<file path="config.mk">
export PLATFORM = sky130hd
export DESIGN_NAME = fwd_hazard_unit
export DESIGN_NICKNAME = d
export VERILOG_FILES = /design/src/rtl/fwd_hz_pkg.sv /design/src/rtl/fwd_src_sel.sv /design/src/rtl/load_use_detect.sv /design/src/rtl/hazard_ctrl.sv /design/src/rtl/fwd_hazard_unit.sv
export SDC_FILE = /design/constraint.sdc
export NUM_CORES = 1
export LEC_CHECK = 0
export BUFFER_PORTS_ARGS = -buffer_cell sky130_fd_sc_hd__buf_2
export CAP_MARGIN = 5
export CORE_AREA = 2 2 39 41
export DETAILED_ROUTE_END_ITERATION = 12
export DIE_AREA = 0 0 41 43
export PLACE_DENSITY = 0.88
export SYNTH_ARGS = -nofsm -noshare
export SYNTH_HDL_FRONTEND = slang
export SYNTH_HIERARCHICAL = 1
export SYNTH_SLANG_ARGS = --single-unit
</file>
<file path="constraint.sdc">
create_clock -name vclk -period 1.71
set_input_delay 0.342 -clock vclk [all_inputs]
set_output_delay 0.342 -clock vclk [all_outputs]
set_load 0.02 [all_outputs]
</file>
<file path="src/rtl/fwd_hz_pkg.sv">
package fwd_hz_pkg;

    parameter int unsigned REG_AW  = 5;
    parameter int unsigned NUM_SRC = 2;

    typedef logic [REG_AW-1:0] reg_idx_t;

    typedef enum logic [1:0] {
        SEL_RF  = 2'd0,
        SEL_EX  = 2'd1,
        SEL_MEM = 2'd2,
        SEL_WB  = 2'd3
    } opnd_sel_e;

    typedef struct packed {
        reg_idx_t rd;
        logic     wen;
    } writer_t;

    // true when an older writer produces the register a source reads
    function automatic logic writer_hits(writer_t w, reg_idx_t src);
        return w.wen && (w.rd != '0) && (w.rd == src);
    endfunction

endpackage

</file>
<file path="src/rtl/fwd_src_sel.sv">
module fwd_src_sel
    import fwd_hz_pkg::*;
#(
    parameter bit WB_BYPASS = 1'b0
) (
    input  reg_idx_t  src_i,
    input  logic      use_i,
    input  writer_t   ex_i,
    input  writer_t   mem_i,
    input  writer_t   wb_i,
    output opnd_sel_e sel_o
);
    logic hit_ex, hit_mem, hit_wb;

    assign hit_ex  = use_i && writer_hits(ex_i, src_i);
    assign hit_mem = use_i && writer_hits(mem_i, src_i);
    assign hit_wb  = use_i && writer_hits(wb_i, src_i);

    always_comb begin
        if (hit_ex)                  sel_o = SEL_EX;
        else if (hit_mem)            sel_o = SEL_MEM;
        else if (hit_wb && WB_BYPASS) sel_o = SEL_WB;
        else                         sel_o = SEL_RF;
    end

    always_comb begin
        if (src_i == '0)
            assert_zero_src_R1: assert (sel_o == SEL_RF)
                else $error("register zero selected a bypass");
        if (!use_i)
            assert_unused_src_R7: assert (sel_o == SEL_RF)
                else $error("unused source selected a bypass");
        if (sel_o == SEL_MEM)
            assert_mem_young_R4: assert (!(ex_i.wen && ex_i.rd == src_i))
                else $error("memory chosen over a matching execute writer");
    end
endmodule

</file>
<file path="src/rtl/load_use_detect.sv">
module load_use_detect
    import fwd_hz_pkg::*;
(
    input  reg_idx_t [NUM_SRC-1:0] src_i,
    input  logic     [NUM_SRC-1:0] use_i,
    input  writer_t                ex_i,
    input  logic                   ex_load_i,
    output logic                   hazard_o
);
    logic [NUM_SRC-1:0] per_src;

    for (genvar g = 0; g < NUM_SRC; g++) begin : g_src
        assign per_src[g] = use_i[g] && ex_load_i && writer_hits(ex_i, src_i[g]);
    end

    assign hazard_o = |per_src;

    always_comb begin
        if (hazard_o)
            assert_hz_needs_writer_R2: assert (ex_i.wen && ex_i.rd != '0)
                else $error("hold raised without a live load writer");
    end
endmodule

</file>
<file path="src/rtl/hazard_ctrl.sv">
module hazard_ctrl (
    input  logic load_use_i,
    input  logic br_taken_i,
    output logic stall_fd_o,
    output logic bubble_ex_o,
    output logic flush_dec_o,
    output logic redirect_o
);
    always_comb begin
        stall_fd_o  = 1'b0;
        bubble_ex_o = 1'b0;
        flush_dec_o = 1'b0;
        redirect_o  = 1'b0;
        if (br_taken_i) begin
            // squash both wrong-path slots; a held consumer dies too
            redirect_o  = 1'b1;
            flush_dec_o = 1'b1;
            bubble_ex_o = 1'b1;
        end else if (load_use_i) begin
            stall_fd_o  = 1'b1;
            bubble_ex_o = 1'b1;
        end
    end

    always_comb begin
        assert_squash_beats_hold_R9: assert ($onehot0({stall_fd_o, flush_dec_o}))
            else $error("hold and squash raised together");
        if (stall_fd_o)
            assert_hold_bubbles_R8: assert (bubble_ex_o && !redirect_o)
                else $error("hold without bubble or with redirect");
        if (!load_use_i && !br_taken_i)
            assert_quiet_R10: assert (!(stall_fd_o || bubble_ex_o || flush_dec_o))
                else $error("control raised with no hazard");
    end
endmodule

</file>
<file path="src/rtl/fwd_hazard_unit.sv">
module fwd_hazard_unit
    import fwd_hz_pkg::*;
#(
    parameter bit WB_BYPASS = 1'b0
) (
    input  logic [REG_AW-1:0] dec_rs1_i,
    input  logic              dec_rs1_use_i,
    input  logic [REG_AW-1:0] dec_rs2_i,
    input  logic              dec_rs2_use_i,
    input  logic [REG_AW-1:0] ex_rd_i,
    input  logic              ex_wen_i,
    input  logic              ex_load_i,
    input  logic [REG_AW-1:0] mem_rd_i,
    input  logic              mem_wen_i,
    input  logic [REG_AW-1:0] wb_rd_i,
    input  logic              wb_wen_i,
    input  logic              ex_br_taken_i,
    output logic [1:0]        fwd_a_o,
    output logic [1:0]        fwd_b_o,
    output logic              stall_fd_o,
    output logic              bubble_ex_o,
    output logic              flush_dec_o,
    output logic              redirect_o
);
    writer_t                ex_w, mem_w, wb_w;
    reg_idx_t [NUM_SRC-1:0] srcs;
    logic     [NUM_SRC-1:0] uses;
    opnd_sel_e [NUM_SRC-1:0] sels;
    logic                   load_use;

    assign ex_w  = '{rd: ex_rd_i,  wen: ex_wen_i};
    assign mem_w = '{rd: mem_rd_i, wen: mem_wen_i};
    assign wb_w  = '{rd: wb_rd_i,  wen: wb_wen_i};
    assign srcs  = {dec_rs2_i, dec_rs1_i};
    assign uses  = {dec_rs2_use_i, dec_rs1_use_i};

    for (genvar g = 0; g < NUM_SRC; g++) begin : g_opnd
        fwd_src_sel #(.WB_BYPASS(WB_BYPASS)) u_sel (
            .src_i (srcs[g]),
            .use_i (uses[g]),
            .ex_i  (ex_w),
            .mem_i (mem_w),
            .wb_i  (wb_w),
            .sel_o (sels[g])
        );
    end

    load_use_detect u_lud (
        .src_i     (srcs),
        .use_i     (uses),
        .ex_i      (ex_w),
        .ex_load_i (ex_load_i),
        .hazard_o  (load_use)
    );

    hazard_ctrl u_ctrl (
        .load_use_i  (load_use),
        .br_taken_i  (ex_br_taken_i),
        .stall_fd_o  (stall_fd_o),
        .bubble_ex_o (bubble_ex_o),
        .flush_dec_o (flush_dec_o),
        .redirect_o  (redirect_o)
    );

    assign fwd_a_o = sels[0];
    assign fwd_b_o = sels[1];

    always_comb begin
        if (dec_rs1_use_i && ex_wen_i && ex_rd_i != '0 && ex_rd_i == dec_rs1_i)
            assert_ex_pick_R3: assert (fwd_a_o == 2'(SEL_EX))
                else $error("execute match not bypassed");
        if (fwd_a_o == 2'(SEL_EX))
            assert_wen_gate_R2: assert (ex_wen_i)
                else $error("bypass from non-writing execute instruction");
        if (stall_fd_o)
            assert_hold_src_R8: assert (ex_load_i)
                else $error("hold without a load in execute");
    end
endmodule

</file>
==> impl_metrics.yaml, run 1 <==
power_and_ir_drop:
  leakagePower_nw: 0.410
  powerDensity_nw_per_um2: 249
  vdd_drop_max_uv: 109
  clockPowerShare_pct: 0
  power.switching_uw: 115
  p_comb_share_pct: 100.0
  total_power_uw: 235
  power_frac_seq_pct: 0
  intPower_uw: 120
  switching_share_pct: 49.0
timing:
  setup_viol: 2
  fmax_mhz: 540
  rsz0062_at_grt: "yes"
  min_period_over_period_pct: 108
  hold_violations: 0
  final.setup.worst_slack_ps: -143
  finalMaxSlewViolations: 0
  period_needed_ps: 1850
  maxSlewHeadroom_pct: 79.2
  tightest_slew_ps: 312
global_routing:
  grt_use_total_pct: 19.7
  grt_pass1_wl_mm: 2.58
  antenna_found_initial: 0
  grt-ovfl-total: 0
  grt_max_degree: 8
  grt_pass1_vias: 639
drt:
  drc: 0
  vias_per_cell: 5.28
  drt.antenna.violating_nets: 0
  drtIter0Drc: 4
  firstDrtPassIters: 4
  drt-total-wl_mm: 1.72
  post_drt_wl_per_cell_um: 14.0
  via_count: 650
worst_setup_path:
  end_kind: "primary output"
  criticalPathCategory: "in2out"
  cpPeakStageDelay_ps: 510
  crit_family: "simple AND/OR/NAND/NOR gates"
  cp.arrival_ps: 1510
  crit_path_start: "ex_rd_i[4]"
  worstPathCellList: "buf_8 > or4_1 > o21ai_1 > a21oi_1 > or2_1 > buf_6"
  slowest_stage: "or4_1"
  path_buf_inv: 2
  crit_path_max_fanout: 5
  start_kind: "primary input"
  required_ps: 1370
floorplanning:
  initial_core_util_pct: 35.9
  die_h_um: 43
  ios: 40
  rows: 14
  core_um2: 1380
  die-width_um: 41
  dieArea_um2: 1760
worst_hold_path:
  hp-class: "in2out"
  min_from: "ex_br_taken_i"
yosys:
  netlist_top_cells_count: "16 x xnor2_1, 10 x xor2_1, 4 x buf_4, 4 x inv_1, 4 x nand4_1"
  ys_seq_area_share_pct: 0
  synth_cell_types: 19
  synth_nets: 93
  netlist.area_leader.share_pct: 28.2
  ys.warnings.count: 6
  ys_top_cells_by_area: "xnor2_1 28%, xor2_1 18%, o41ai_2 6.5%, a2111oi_2 6.0%, buf_4 6.0%"
  synth.most_common_cell: "xnor2_1"
  synth_top_area_cell: "xnor2_1"
  avgSynthCellArea_um2: 8.14
  syn_inst: 61
  synth_area_um2: 497
cells_and_area:
  design_area_um2: 945
  regArea_um2: 0
  clkbuf_count: 0
  seq_cell_count: 0
  syn2layout_area_growth_pct: 90.2
  final_core_utilization_pct: 68.3
  final_nets: 141
  layout-drive-gt1-share_pct: 61.7
  n_antenna_cell: 0
status:
  violations: "setup timing"
  status: "finished with violations"
place:
  post-place-ws_ps: -156
  finalWeightedCongestion: 0.797
  hpwl_mm: 1.32
  port_buffers: 34
  dpl_cell_area_um2: 769
flow_run:
  cap_violations: 0
clock_network:
  holdBufCountCts: 0
power groups by stage:
stage / registers (mW) / logic, mW / clock network, mW
final: 0 / 0.235 / 0
after CTS: 0 / 0.217 / 0
after global placement: 0 / 0.179 / 0
after global routing: 0 / 0.252 / 0
after floorplan: 0 / 0.0853 / 0
after detailed placement: 0 / 0.186 / 0
logic make-up after synthesis:
group           count (synthesis)  synth area share (%)
simple gates                   15                  21.9
buf+inv                         8                  9.07
compound gates                 12                  23.2
xor+xnor                       26                  45.8
routing by layer:
metal	vias up	wire [µm]	global-route usage (%)	share of wire (%)
met1	311	749	25.7	44
met2	23	857	35.6	50
met3	0	112	0.524	6.5
li1	316	-	-	-
met5	-	0	0	0
met4	0	0	0.667	0
final cells by class:
cell class | count | area (µm²)
fill | 115 | 439
tap | 16 | 20.0
timing repair buffer | 50 | 355
inverter | 4 | 15.0
multi-input combinational | 53 | 554
stage by stage:
stage | setup TNS (ps) | std cells | hold WS, ps
3_3_place_gp | -625 | 122 | 932
2_1_floorplan | 0 | 61 | 797
5_1_grt | -371 | 123 | 962
4_1_cts | -413 | 123 | 943
6_report | -252 | 123 | 938
3_5_place_dp | -714 | 122 | 941
final timing paths:
check,to,cells past startpoint,slack [ps]
min,flush_dec_o,2,940
max,bubble_ex_o,6,-140
cell usage in the layout (no fill, tap or decap), drive strengths merged:
master   count
buf         50
xnor2       16
xor2        10
inv          4
nand4        4
nor4         4
o21ai        3
o41ai        2
o211ai       2
nand3        2
a2111oi      2
o2111ai      2
nor3         2
or2          1
and2b        1
or4          1
a21oi        1
timing repair:
item	in CTS	in global routing
setup buffers	1	0
pin swaps	6	6
setup endpoints to repair	6	6
resized for setup	24	8
Power figures use the tool's default switching activity.
==> run 2, diff against run 1 <==
--- a/config.mk
+++ b/config.mk
@@ -10,8 +10,7 @@
 export CORE_AREA = 2 2 39 41
 export DETAILED_ROUTE_END_ITERATION = 12
 export DIE_AREA = 0 0 41 43
-export PLACE_DENSITY = 0.88
+export PLACE_DENSITY = 0.78
 export SYNTH_ARGS = -nofsm -noshare
 export SYNTH_HDL_FRONTEND = slang
-export SYNTH_HIERARCHICAL = 1
 export SYNTH_SLANG_ARGS = --single-unit
==> run 2 against run 1 <==
Largest cell class unchanged; die area is the same; total power shrank 29%; count of clock-buffer cells in the layout is the same; synthesized cell count shrank 28%; core utilization shrank 11 points; the flow still finishes with violations (setup timing).
==> impl_metrics.yaml, run 2 <==
power_and_ir_drop:
  leakagePower_nw: 0.347
  total_power_uw: 168
  vdd_drop_max_uv: 93.4
  powerDensity_nw_per_um2: 212
global_routing:
  antenna_found_initial: 0
  grt-ovfl-total: 0
  grt_pass1_wl_mm: 1.85
  grt_max_degree: 5
  grt_use_total_pct: 14.0
  grt_pass1_vias: 484
drt:
  post_drt_wl_per_cell_um: 10.6
  drtIter0Drc: 0
  via_count: 483
  drt-total-wl_mm: 1.11
  drt.antenna.violating_nets: 0
  drc: 0
  vias_per_cell: 4.60
  firstDrtPassIters: 1
worst_setup_path:
  crit_path_max_fanout: 3
  start_kind: "primary input"
  end_kind: "primary output"
  cp.arrival_ps: 1650
  criticalPathCategory: "in2out"
  required_ps: 1370
worst_hold_path:
  worstHoldPathCells: 2
  hp-class: "in2out"
  min_from: "ex_br_taken_i"
  hold_end: "flush_dec_o"
yosys:
  avgSynthCellArea_um2: 8.45
  syn_inst: 44
  synth_cell_types: 17
  ys_seq_area_share_pct: 0
  synth.most_common_cell: "xor2_1"
  synth_nets: 76
  ys_top_cells_by_area: "xor2_1 38%, xnor2_1 9.4%, buf_4 8.1%, nand3_2 5.4%, nor3_2 5.4%"
  synth_top_area_cell: "xor2_1"
  netlist_top_cells_count: "16 x xor2_1, 4 x buf_4, 4 x xnor2_1"
  synth_area_um2: 372
  ys.warnings.count: 0
  netlist.area_leader.share_pct: 37.7
cells_and_area:
  final_core_utilization_pct: 57.2
  fillerInstances: 127
  design_area_um2: 792
  mostFrequentLayoutCell: "buf_2"
  seq_cell_count: 0
  final_nets: 123
  multi_input_area_um2: 407
  n_antenna_cell: 0
  layout-drive-gt1-share_pct: 71.9
  final_cell_mix: "22 x buf_2, 16 x buf_4, 13 x xor2_1"
  clkbuf_count: 0
  regArea_um2: 0
  syn2layout_area_growth_pct: 113
clock_network:
  holdBufCountCts: 0
place:
  hpwl_um: 972
  finalWeightedCongestion: 0.750
  dpl_cell_area_um2: 647
  port_buffers: 34
  post-place-ws_ps: -357
floorplanning:
  dieArea_um2: 1760
  core_um2: 1380
  die_h_um: 43
  rows: 14
  die-width_um: 41
  initial_core_util_pct: 26.9
  ios: 40
timing:
  tightest_slew_ps: 254
  period_needed_ps: 1990
  final.setup.worst_slack_ps: -284
  hold_violations: 0
  maxSlewHeadroom_pct: 82.9
  finalMaxSlewViolations: 0
  min_period_over_period_pct: 117
  fmax_mhz: 501
  whs_ps: 971
  rsz0062_at_grt: "yes"
  setup_viol: 6
status:
  violations: "setup timing"
  status: "finished with violations"
flow_run:
  cap_violations: 0
## run 2: changes by cell type after synthesis, moves of 2 or more
cell	delta
xnor2_1	-12
o2111ai_1	-2
xor2_1	+6
inv_1	-3
nor2_2	+2
nand3_2	+2
nand4_1	-4
o41ai_2	-2
o211ai_1	-2
o21ai_0	-2
## run 2: how the worst max path moves through the flow
stage / to / cells past startpoint / slack, ps / startpoint
6_report: stall_fd_o / 6 / -280 / dec_rs1_i[3]
5_1_grt: stall_fd_o / 6 / -350 / dec_rs1_i[3]
4_1_cts: stall_fd_o / 6 / -290 / ex_rd_i[3]
3_5_place_dp: stall_fd_o / 6 / -360 / ex_rd_i[1]
3_3_place_gp: stall_fd_o / 6 / -320 / ex_rd_i[2]
2_1_floorplan: stall_fd_o / 4 / -60 / ex_rd_i[2]
## run 2: worst max-delay path, stage by stage
cell       delay [ps]
buf_8             100
xor2_2            160
nor4_2            310
nand3_2           170
a2111oi_4         380
buf_4             190
## run 2: cell families (layout without fill, tap and decap cells)
group	after synthesis	after routing	synth area share [%]
buffers and inverters	5	50	9.09
AOI/OAI and AO/OA	4	4	11.8
xor gates and xnor gates	20	20	47.1
and+or+nand+nor	15	15	32.0
## run 2: metrics by stage
step                cells  TNS [ps]
floorplan              44      -124
global placement      102     -1440
detailed placement    102     -1710
CTS                   103     -1230
global route          105     -1640
finish                105     -1300
## run 2: power by group
part | internal, mW | switching, mW | total, mW
Clock | 0 | 0 | 0
Sequential | 0 | 0 | 0
Combinational | 0.0919 | 0.0759 | 0.168
Total | 0.0919 | 0.0759 | 0.168
## run 2: cell type report
cell class / instances / share of cell area [%]
Multi-Input combinational cell: 39 / 51.3
Timing Repair Buffer: 49 / 45.7
Tap cell: 16 / 2.53
Inverter: 1 / 0.474
## run 2: layer usage
layer  routed length, µm  vias up  GRT usage (%)
met5                   0        -              0
met4                   0        0              0
met3                  79        0              0
met2                 687       21           30.6
met1                 346      222           13.3
li1                    -      240              -
## run 2: timing repair
item                       in CTS  in global routing
pin swaps                      11                  4
setup endpoints to repair       6                  6
cloned                          0                  0
resized for setup              22                  9
setup buffers                   1                  2
==> run 3, diff against run 2 <==
==> constraint.sdc (replaced) <==
create_clock -name vclk -period 1.71
set_input_delay 0.342 -clock vclk [all_inputs]
set_output_delay 0.342 -clock vclk [all_outputs]
set_load 0.1 [all_outputs]
==> run 3 against run 2 <==
The run still ends with setup timing left; flip-flop and latch count stayed put; first-iteration DRC count stayed put; total power is 27% higher; die area stayed put; wire length is 14% higher; combinational power is 27% higher; cell area is 15% higher; setup slack worse by 120 ps; critical path depth stayed put; core utilization is 8.4 points higher; critical endpoint unchanged.
==> impl_metrics.yaml, run 3 (synthesis results as in run 2) <==
status:
  status: "finished with violations"
  violations: "setup timing"
timing:
  min_period_over_period_pct: 124
  finalMaxSlewViolations: 0
  maxSlewHeadroom_pct: 68.0
  hold_violations: 0
  period_needed_ps: 2120
  rsz0062_at_grt: "yes"
  tightest_slew_ps: 483
  final.setup.worst_slack_ps: -406
  setup_viol: 6
  fmax_mhz: 473
power_and_ir_drop:
  powerDensity_nw_per_um2: 234
  power.switching_uw: 111
  switching_share_pct: 52.2
  power_frac_seq_pct: 0
  clockPowerShare_pct: 0
  leakagePower_nw: 0.385
  vdd_drop_max_uv: 105
  p_comb_share_pct: 100.0
  intPower_uw: 102
cells_and_area:
  design_area_um2: 908
  layout-drive-gt1-share_pct: 76.1
  seq_cell_count: 0
  final_nets: 126
  final_core_utilization_pct: 65.6
  clkbuf_count: 0
  final_cell_mix: "21 x buf_2, 14 x buf_4, 12 x xor2_1"
  mostFrequentLayoutCell: "buf_2"
  regArea_um2: 0
  final_cell_count_no_fill: 108
  syn2layout_area_growth_pct: 144
  n_antenna_cell: 0
global_routing:
  grt_pass1_vias: 550
  grt_pass1_wl_mm: 2.07
  antenna_found_initial: 0
  grt-ovfl-total: 0
  grt_use_total_pct: 16.2
  grt_max_degree: 5
drt:
  firstDrtPassIters: 1
  vias_per_cell: 4.66
  drtIter0Drc: 0
  post_drt_wl_per_cell_um: 11.8
  via_count: 503
  drt.antenna.violating_nets: 0
  drc: 0
  drt-total-wl_mm: 1.27
worst_setup_path:
  worstPathCellList: "buf_6 > xor2_2 > nor4_2 > nand3_2 > a2111oi_4 > buf_12"
  slowest_stage: "a2111oi_4"
  start_kind: "primary input"
  end_kind: "primary output"
  cpPeakStageDelay_ps: 450
  required_ps: 1370
  crit_path_max_fanout: 2
  cp.arrival_ps: 1770
  criticalPathCategory: "in2out"
floorplanning:
  die_h_um: 43
  die-width_um: 41
  core_um2: 1380
  rows: 14
  ios: 40
  dieArea_um2: 1760
  initial_core_util_pct: 26.9
worst_hold_path:
  hp-class: "in2out"
clock_network:
  holdBufCountCts: 0
flow_run:
  cap_violations: 0
place:
  port_buffers: 34
  dpl_cell_area_um2: 769
  place_inst: 106
  hpwl_mm: 1.07
  finalWeightedCongestion: 0.795
## run 3: changes by cell type in the layout (fill, tap and decap cells not counted)
cell,previous run,this run
buf_2,22,21
buf_12,0,6
xor2_2,3,4
xor2_1,13,12
or2_1,1,0
nor4_2,2,3
buf_4,16,14
nor4_1,2,1
or2_4,0,1
## run 3: critical path, delay by kind of cell
family | cells | cell delay, ps
AND/OR/NAND/NOR | 2 | 480
AO/OA/AOI/OAI | 1 | 450
buffers and inverters | 2 | 320
XOR/XNOR | 1 | 170
## run 3: layout make-up
cell class / count / area (µm²)
fill: 123 / 475
multi-input combinational: 39 / 423
tap: 16 / 20.0
timing repair buffer: 52 / 462
inverter: 1 / 3.75
## run 3: path summary, 6_finish.rpt
check | from | end | slack (ps) | depth (start not counted)
worst max-delay path | dec_rs1_i[3] | stall_fd_o | -410 | 6
worst min-delay path | ex_br_taken_i | stall_fd_o | 1050 | 3
## run 3: power by group through the flow
stage / combinational, mW / clock (mW) / sequential (mW)
after CTS: 0.199 / 0 / 0
after global routing: 0.227 / 0 / 0
final: 0.213 / 0 / 0
after global placement: 0.181 / 0 / 0
after detailed placement: 0.186 / 0 / 0
after floorplan: 0.0955 / 0 / 0
## run 3: repair_timing
action | in CTS | in global routing
buffers inserted | 2 | 0
gates resized for setup | 13 | 15
endpoints found under the setup margin | 6 | 6
pin swaps | 8 | 6
## run 3: layer usage
metal	up-vias	global-route usage, %	wire length (µm)
met5	-	0	0
met4	0	0.667	0
met3	0	1.57	101
met2	27	36.3	830
met1	232	13.4	337
li1	244	-	-
## run 3: stage by stage
| step | setup WS [ps] | total power, mW | setup TNS [ps] | hold WS (ps) |
|---|---|---|---|---|
| floorplan | -800 | 0.0955 | -2110 | 813 |
| global placement | -410 | 0.181 | -1820 | 1030 |
| detailed placement | -458 | 0.186 | -1990 | 1050 |
| CTS | -396 | 0.199 | -2010 | 1050 |
| global route | -490 | 0.227 | -2390 | 1060 |
| finish | -406 | 0.213 | -1940 | 1050 |
